**src/rtl/umc_pkg.sv**
```systemverilog
package umc_pkg;
    localparam int REG_W  = 8;
    localparam int CHAR_W = 9;

    // Field order is MSB first and matches the software bit positions.
    typedef struct packed {
        logic rts;
        logic fce;
        logic rx_dma;
        logic tx_dma;
        logic ck_ext;
        logic brk;
        logic attn;
        logic sync;
    } mode_t;

    typedef struct packed {
        logic rx_irq;
        logic tx_irq;
        logic err_irq;
        logic rx_dma;
        logic tx_dma;
    } req_t;
endpackage

```
**src/rtl/umc_mode_reg.sv**
```systemverilog
module umc_mode_reg
    import umc_pkg::*;
(
    input  logic             clk,
    input  logic             rst_n,
    input  logic             wr_en,
    input  logic [REG_W-1:0] wdata,
    input  logic             hw_attn_clr,
    output mode_t            mode_q
);
    mode_t mode_d;

    always_comb begin
        mode_d = mode_q;
        if (wr_en) begin
            mode_d = mode_t'(wdata);
        end
        // The hardware clear outranks software for the attention bit.
        if (hw_attn_clr) begin
            mode_d.attn = 1'b0;
        end
    end

    always_ff @(posedge clk or negedge rst_n) begin
        if (!rst_n) begin
            mode_q <= '0;
        end else begin
            mode_q <= mode_d;
        end
    end
endmodule

```
**src/rtl/umc_attn_filter.sv**
```systemverilog
module umc_attn_filter #(
    parameter int CW = 9
) (
    input  logic          frame_vld,
    input  logic [CW-1:0] frame,
    input  logic          attn_on,
    output logic          accept,
    output logic          attn_clr
);
    localparam int ADDR_BIT = CW - 1;

    logic is_addr;

    always_comb begin
        is_addr  = frame[ADDR_BIT];
        accept   = frame_vld & (~attn_on | is_addr);
        attn_clr = frame_vld & attn_on & is_addr;
    end
endmodule

```
**src/rtl/umc_req_gen.sv**
```systemverilog
module umc_req_gen
    import umc_pkg::*;
(
    input  logic  clk,
    input  logic  rst_n,
    input  mode_t mode,
    input  logic  rx_evt,
    input  logic  tx_evt,
    input  logic  err_evt,
    input  logic  rx_ie,
    input  logic  tx_ie,
    input  logic  err_ie,
    output req_t  req_q
);
    req_t req_d;

    always_comb begin
        req_d         = '0;
        // A DMA enable takes the data event away from the interrupt.
        req_d.rx_dma  = rx_evt & mode.rx_dma;
        req_d.rx_irq  = rx_evt & ~mode.rx_dma & rx_ie;
        req_d.tx_dma  = tx_evt & mode.tx_dma;
        req_d.tx_irq  = tx_evt & ~mode.tx_dma & tx_ie;
        // Error interrupts do not depend on the DMA enables.
        req_d.err_irq = err_evt & err_ie;
    end

    always_ff @(posedge clk or negedge rst_n) begin
        if (!rst_n) begin
            req_q <= '0;
        end else begin
            req_q <= req_d;
        end
    end
endmodule

```
**src/rtl/umc_flow_irq.sv**
```systemverilog
module umc_flow_irq #(
    parameter int   SYNC_STAGES = 2,
    parameter logic CTS_IDLE    = 1'b1
) (
    input  logic clk,
    input  logic rst_n,
    input  logic cts_n,
    input  logic enable,
    input  logic clr,
    output logic pend
);
    localparam int TOP = SYNC_STAGES - 1;

    typedef struct packed {
        logic [SYNC_STAGES-1:0] chain;
        logic                   prev;
        logic                   pend;
    } st_t;

    st_t                    st_d, st_q;
    logic [SYNC_STAGES-1:0] chain_nxt;
    logic                   change;

    generate
        if (SYNC_STAGES == 1) begin : g_one
            assign chain_nxt = cts_n;
        end else begin : g_many
            assign chain_nxt = {st_q.chain[SYNC_STAGES-2:0], cts_n};
        end
    endgenerate

    always_comb begin
        st_d       = st_q;
        change     = st_q.chain[TOP] ^ st_q.prev;
        st_d.chain = chain_nxt;
        st_d.prev  = st_q.chain[TOP];
        // A new change wins over a clear in the same cycle, so no event is lost.
        st_d.pend  = (st_q.pend & ~clr) | (enable & change);
    end

    always_ff @(posedge clk or negedge rst_n) begin
        if (!rst_n) begin
            st_q <= '{chain: {SYNC_STAGES{CTS_IDLE}}, prev: CTS_IDLE, pend: 1'b0};
        end else begin
            st_q <= st_d;
        end
    end

    assign pend = st_q.pend;
endmodule

```
**src/rtl/uart_mode_ctl.sv**
```systemverilog
module uart_mode_ctl
    import umc_pkg::*;
#(
    parameter int SYNC_STAGES = 2
) (
    input  logic              clk,
    input  logic              rst_n,
    input  logic              reg_wr,
    input  logic              reg_rd,
    input  logic [REG_W-1:0]  reg_wdata,
    output logic [REG_W-1:0]  reg_rdata,
    input  logic              rx_frame_vld,
    input  logic [CHAR_W-1:0] rx_frame,
    input  logic              rx_err,
    input  logic              tx_empty,
    input  logic              rx_ie,
    input  logic              tx_ie,
    input  logic              err_ie,
    input  logic              cts_n,
    input  logic              flow_ack,
    output logic              txd_low,
    output logic              rts_n,
    output logic              clk_sel_ext,
    output logic              rx_accept,
    output logic              rx_irq,
    output logic              tx_irq,
    output logic              err_irq,
    output logic              rx_dma_req,
    output logic              tx_dma_req,
    output logic              flow_irq
);
    mode_t mode_q;
    req_t  req_q;
    logic  attn_clr;

    umc_mode_reg u_reg (
        .clk         (clk),
        .rst_n       (rst_n),
        .wr_en       (reg_wr),
        .wdata       (reg_wdata),
        .hw_attn_clr (attn_clr),
        .mode_q      (mode_q)
    );

    umc_attn_filter #(.CW(CHAR_W)) u_filt (
        .frame_vld (rx_frame_vld),
        .frame     (rx_frame),
        .attn_on   (mode_q.attn),
        .accept    (rx_accept),
        .attn_clr  (attn_clr)
    );

    umc_req_gen u_req (
        .clk     (clk),
        .rst_n   (rst_n),
        .mode    (mode_q),
        .rx_evt  (rx_accept),
        .tx_evt  (tx_empty),
        .err_evt (rx_err),
        .rx_ie   (rx_ie),
        .tx_ie   (tx_ie),
        .err_ie  (err_ie),
        .req_q   (req_q)
    );

    umc_flow_irq #(.SYNC_STAGES(SYNC_STAGES), .CTS_IDLE(1'b1)) u_flow (
        .clk    (clk),
        .rst_n  (rst_n),
        .cts_n  (cts_n),
        .enable (mode_q.fce),
        .clr    (reg_rd | flow_ack),
        .pend   (flow_irq)
    );

    assign reg_rdata   = mode_q;
    assign txd_low     = mode_q.brk;
    assign rts_n       = ~mode_q.rts;
    assign clk_sel_ext = mode_q.sync & mode_q.ck_ext;
    assign rx_irq      = req_q.rx_irq;
    assign tx_irq      = req_q.tx_irq;
    assign err_irq     = req_q.err_irq;
    assign rx_dma_req  = req_q.rx_dma;
    assign tx_dma_req  = req_q.tx_dma;
endmodule

```
**config.mk**
```make
export PLATFORM = sky130hd
export DESIGN_NAME = uart_mode_ctl
export DESIGN_NICKNAME = d
export VERILOG_FILES = /design/src/rtl/umc_pkg.sv /design/src/rtl/umc_mode_reg.sv /design/src/rtl/umc_attn_filter.sv /design/src/rtl/umc_req_gen.sv /design/src/rtl/umc_flow_irq.sv /design/src/rtl/uart_mode_ctl.sv
export SDC_FILE = /design/constraint.sdc
export NUM_CORES = 1
export LEC_CHECK = 0
export ABC_AREA = 1
export BUFFER_PORTS_ARGS = -buffer_cell sky130_fd_sc_hd__buf_2
export CAP_MARGIN = 20
export CORE_MARGIN = 1
export CORE_UTILIZATION = 45
export CTS_BUF_LIST = sky130_fd_sc_hd__clkbuf_2 sky130_fd_sc_hd__clkbuf_4 sky130_fd_sc_hd__clkbuf_8
export CTS_CLUSTER_DIAMETER = 30
export DETAILED_ROUTE_END_ITERATION = 8
export PLACE_DENSITY = 0.86
export SLEW_MARGIN = 5
export SYNTH_ARGS = -nofsm -noshare
export SYNTH_HDL_FRONTEND = slang
export SYNTH_HIERARCHICAL = 1
export SYNTH_SLANG_ARGS = --single-unit
```
**constraint.sdc**
```tcl
create_clock -name clk -period 2.55 [get_ports clk]
set_clock_uncertainty 0.2 [all_clocks]
set_input_delay 0.255 -clock clk [delete_from_list [all_inputs] [get_ports clk]]
set_output_delay 0.255 -clock clk [all_outputs]
set_load 0.02 [all_outputs]
```
==> results.sh <==
export IMPL_outcome="completed"
export IMPL_cts_tree="yes"
export IMPL_cts_buffers=3
export IMPL_yosysWarnings=6
export IMPL_placedCellCount=125
export IMPL_cts_sinks=17
export IMPL_die_h_um=40.97
export IMPL_grt_pass1_wl_um=2194
export IMPL_synth_cells=74
export IMPL_hold_path_class="in -> reg"
export IMPL_crit_type="in -> reg"
export IMPL_rsz0062_at_grt="false"
export IMPL_leakagePower_uw=0.0006246
export IMPL_pin_count=47
export IMPL_cts_setup_buffers=0
export IMPL_cp_end_kind="register"
export IMPL_fin_crit_sh=0.6103
export IMPL_power_density_mw_per_mm2=550.3
export IMPL_final_common_cell="buf_2"
export IMPL_syn_to_final_growth_pct=52.75
export IMPL_clock_latency_ns=0.28
export IMPL_first_pass_iters=4
export IMPL_clkSlewWorstSetupHoldPaths_ns=0.09
export IMPL_slew_headroom=0.7546
export IMPL_grt_max_degree=18
export IMPL_multiInputGateArea_um2=160.2
export IMPL_final_cell_mix="38 x buf_2, 21 x nand2_1, 20 x inv_1, 14 x dlygate4sd3_1, 14 x dfrtp_1"
export IMPL_maxCapViolCount=0
export IMPL_synth_area_um2=683.2
export IMPL_cts_max_level=1
export IMPL_seqCellArea_um2=429.2
export IMPL_drive_gt1_frac=0.3906
export IMPL_die_x_um=40.97
export IMPL_yosysSeqAreaShare=0.6282
export IMPL_synth_top_area_frac=0.5128
export IMPL_vdd_drop_max_mv=0.3191
export IMPL_critical_path_max_fanout=1
export IMPL_finalNetCount=158
export IMPL_groute_usage_overall=0.2117
export IMPL_tns_ns=0
export IMPL_tightestPinTransition_ns=0.3681
export IMPL_clock_root_buffer="clkbuf_4"
export IMPL_final_cells=143
export IMPL_dp_hpwl_um=950.7
export IMPL_grt_pass1_vias=554
export IMPL_fill_cells=102
export IMPL_rrSetupSlack_ns=1.48
export IMPL_overflow=0
export IMPL_io_buffer_count=38
export IMPL_clk_path_buf_depth=2
export IMPL_ys_types=12
export IMPL_synth_area_top_cells="dfrtp_1 51%, dfstp_2 12%, nand2_1 12%"
export IMPL_coreArea_mm2=0.001350
export IMPL_drc=0
export IMPL_place_congestion=0.5584
export IMPL_drt_antenna_violating_nets=0
export IMPL_crit_arrival_ns=1.54
export IMPL_drtIter0Drc=7
export IMPL_synth_seq_cells=17
export IMPL_via_per_inst=4.350
export IMPL_worstPathRequired_ns=2.53
export IMPL_slew_viol_final=0
export IMPL_synth_largest_area_cell="dfrtp_1"
export IMPL_syn_avg_cell_area_um2=9.232
export IMPL_postLayoutCoreUtil=0.7729
export IMPL_setup_violations=0
export IMPL_fp_row_count=13
export IMPL_drt_wirelength_per_cell_um=10.46
export IMPL_diodes=0
export IMPL_hold_slack_ns=0.01056
export IMPL_syn_nets=103
export IMPL_start_util=0.5060
export IMPL_hold_violations=0
export IMPL_place_area_um2=873.3
export IMPL_antenna_found_initial=0
export IMPL_vias=622
export IMPL_fmax_ghz=0.6425
export IMPL_dieArea_mm2=0.001678
export IMPL_wl_um=1496
export IMPL_start_kind="input port"
export IMPL_min_period_ns=1.556
export IMPL_final_cell_area_mm2=0.001044
-- stage by stage --
step	total power [uW]	setup slack, ns
3_3_place_gp	408.7	1.341
3_5_place_dp	413.6	1.332
2_1_floorplan	367.8	1.309
6_report	574.2	0.9936
5_1_grt	609.4	0.9202
4_1_cts	580.1	1.014
-- path summary, 6_finish.rpt --
| check | from | endpoint | cells past startpoint |
|---|---|---|---|
| setup reg to reg | u_reg/mode_q[1] | u_reg/mode_q[1] | 5 |
| setup / recovery | err_ie | u_req/req_q[2] | 5 |
| hold / removal | reg_wdata[1] | u_reg/mode_q[1] | 3 |
| max in group asynchronous | rst_n | u_flow/chain_nxt[1] | 2 |
| hold reg to reg | u_flow/chain_nxt[1] | u_flow/st_d[1] | 0 |
| min in group asynchronous | rst_n | u_reg/mode_q[0] | 2 |
-- power breakdown --
part           internal, uW  total (uW)  leakage [uW]  switching (uW)
Combinational          51.6         121      0.000399            69.5
Clock                  71.3         149     0.0000184            77.8
Sequential              292         304      0.000208            12.5
Total                   414         574      0.000625             160
-- synth_stat cells, drive strengths merged --
cell / number
a21oi: 1
dfrtp: 14
nand2: 21
dfstp: 3
buf: 2
nor2: 4
nand3: 2
o21ai: 7
inv: 20
-- area by class of cell --
type                       count  area share
multi-input combinational     35      0.1535
inverter                      20     0.07194
sequential                    17      0.4113
timing repair buffer          52      0.3165
tap                           15     0.01799
clock buffer                   4     0.02878
-- state kept, by name, indices dropped and copies added, names as in the netlist --
signal / flops
u_reg/mode_q: 8
u_req/req_q: 5
u_flow/chain_nxt: 1
u_flow/pend: 1
u_flow/st_d: 1
u_flow/st_q: 1
-- layer usage --
layer / vias up / share of wire / global-route usage
met5: - / 0 / 0
met4: 0 / 0.013 / 0.1000
met3: 2 / 0.031 / 0.04891
met2: 19 / 0.57 / 0.3984
met1: 279 / 0.39 / 0.2138
li1: 322 / - / -
-- worst max-delay path, cell delays in order --
cell and delay [ns]:
dlygate4sd3_1 0.53, buf_2 0.12, nand2_1 0.05, dlygate4sd3_1 0.55, inv_1 0.04
-- timing repair --
item	CTS	global route
hold buffers	14	0
gates resized for setup	0	0
hold endpoints to repair	29	0
-- kinds of logic after synthesis --
family,share of synthesized area
flip-flops,0.6282
AND/OR/NAND/NOR,0.1703
AO/OA/AOI/OAI,0.06410
buffers and inverters,0.1374
(Power assumes the default switching activity.)
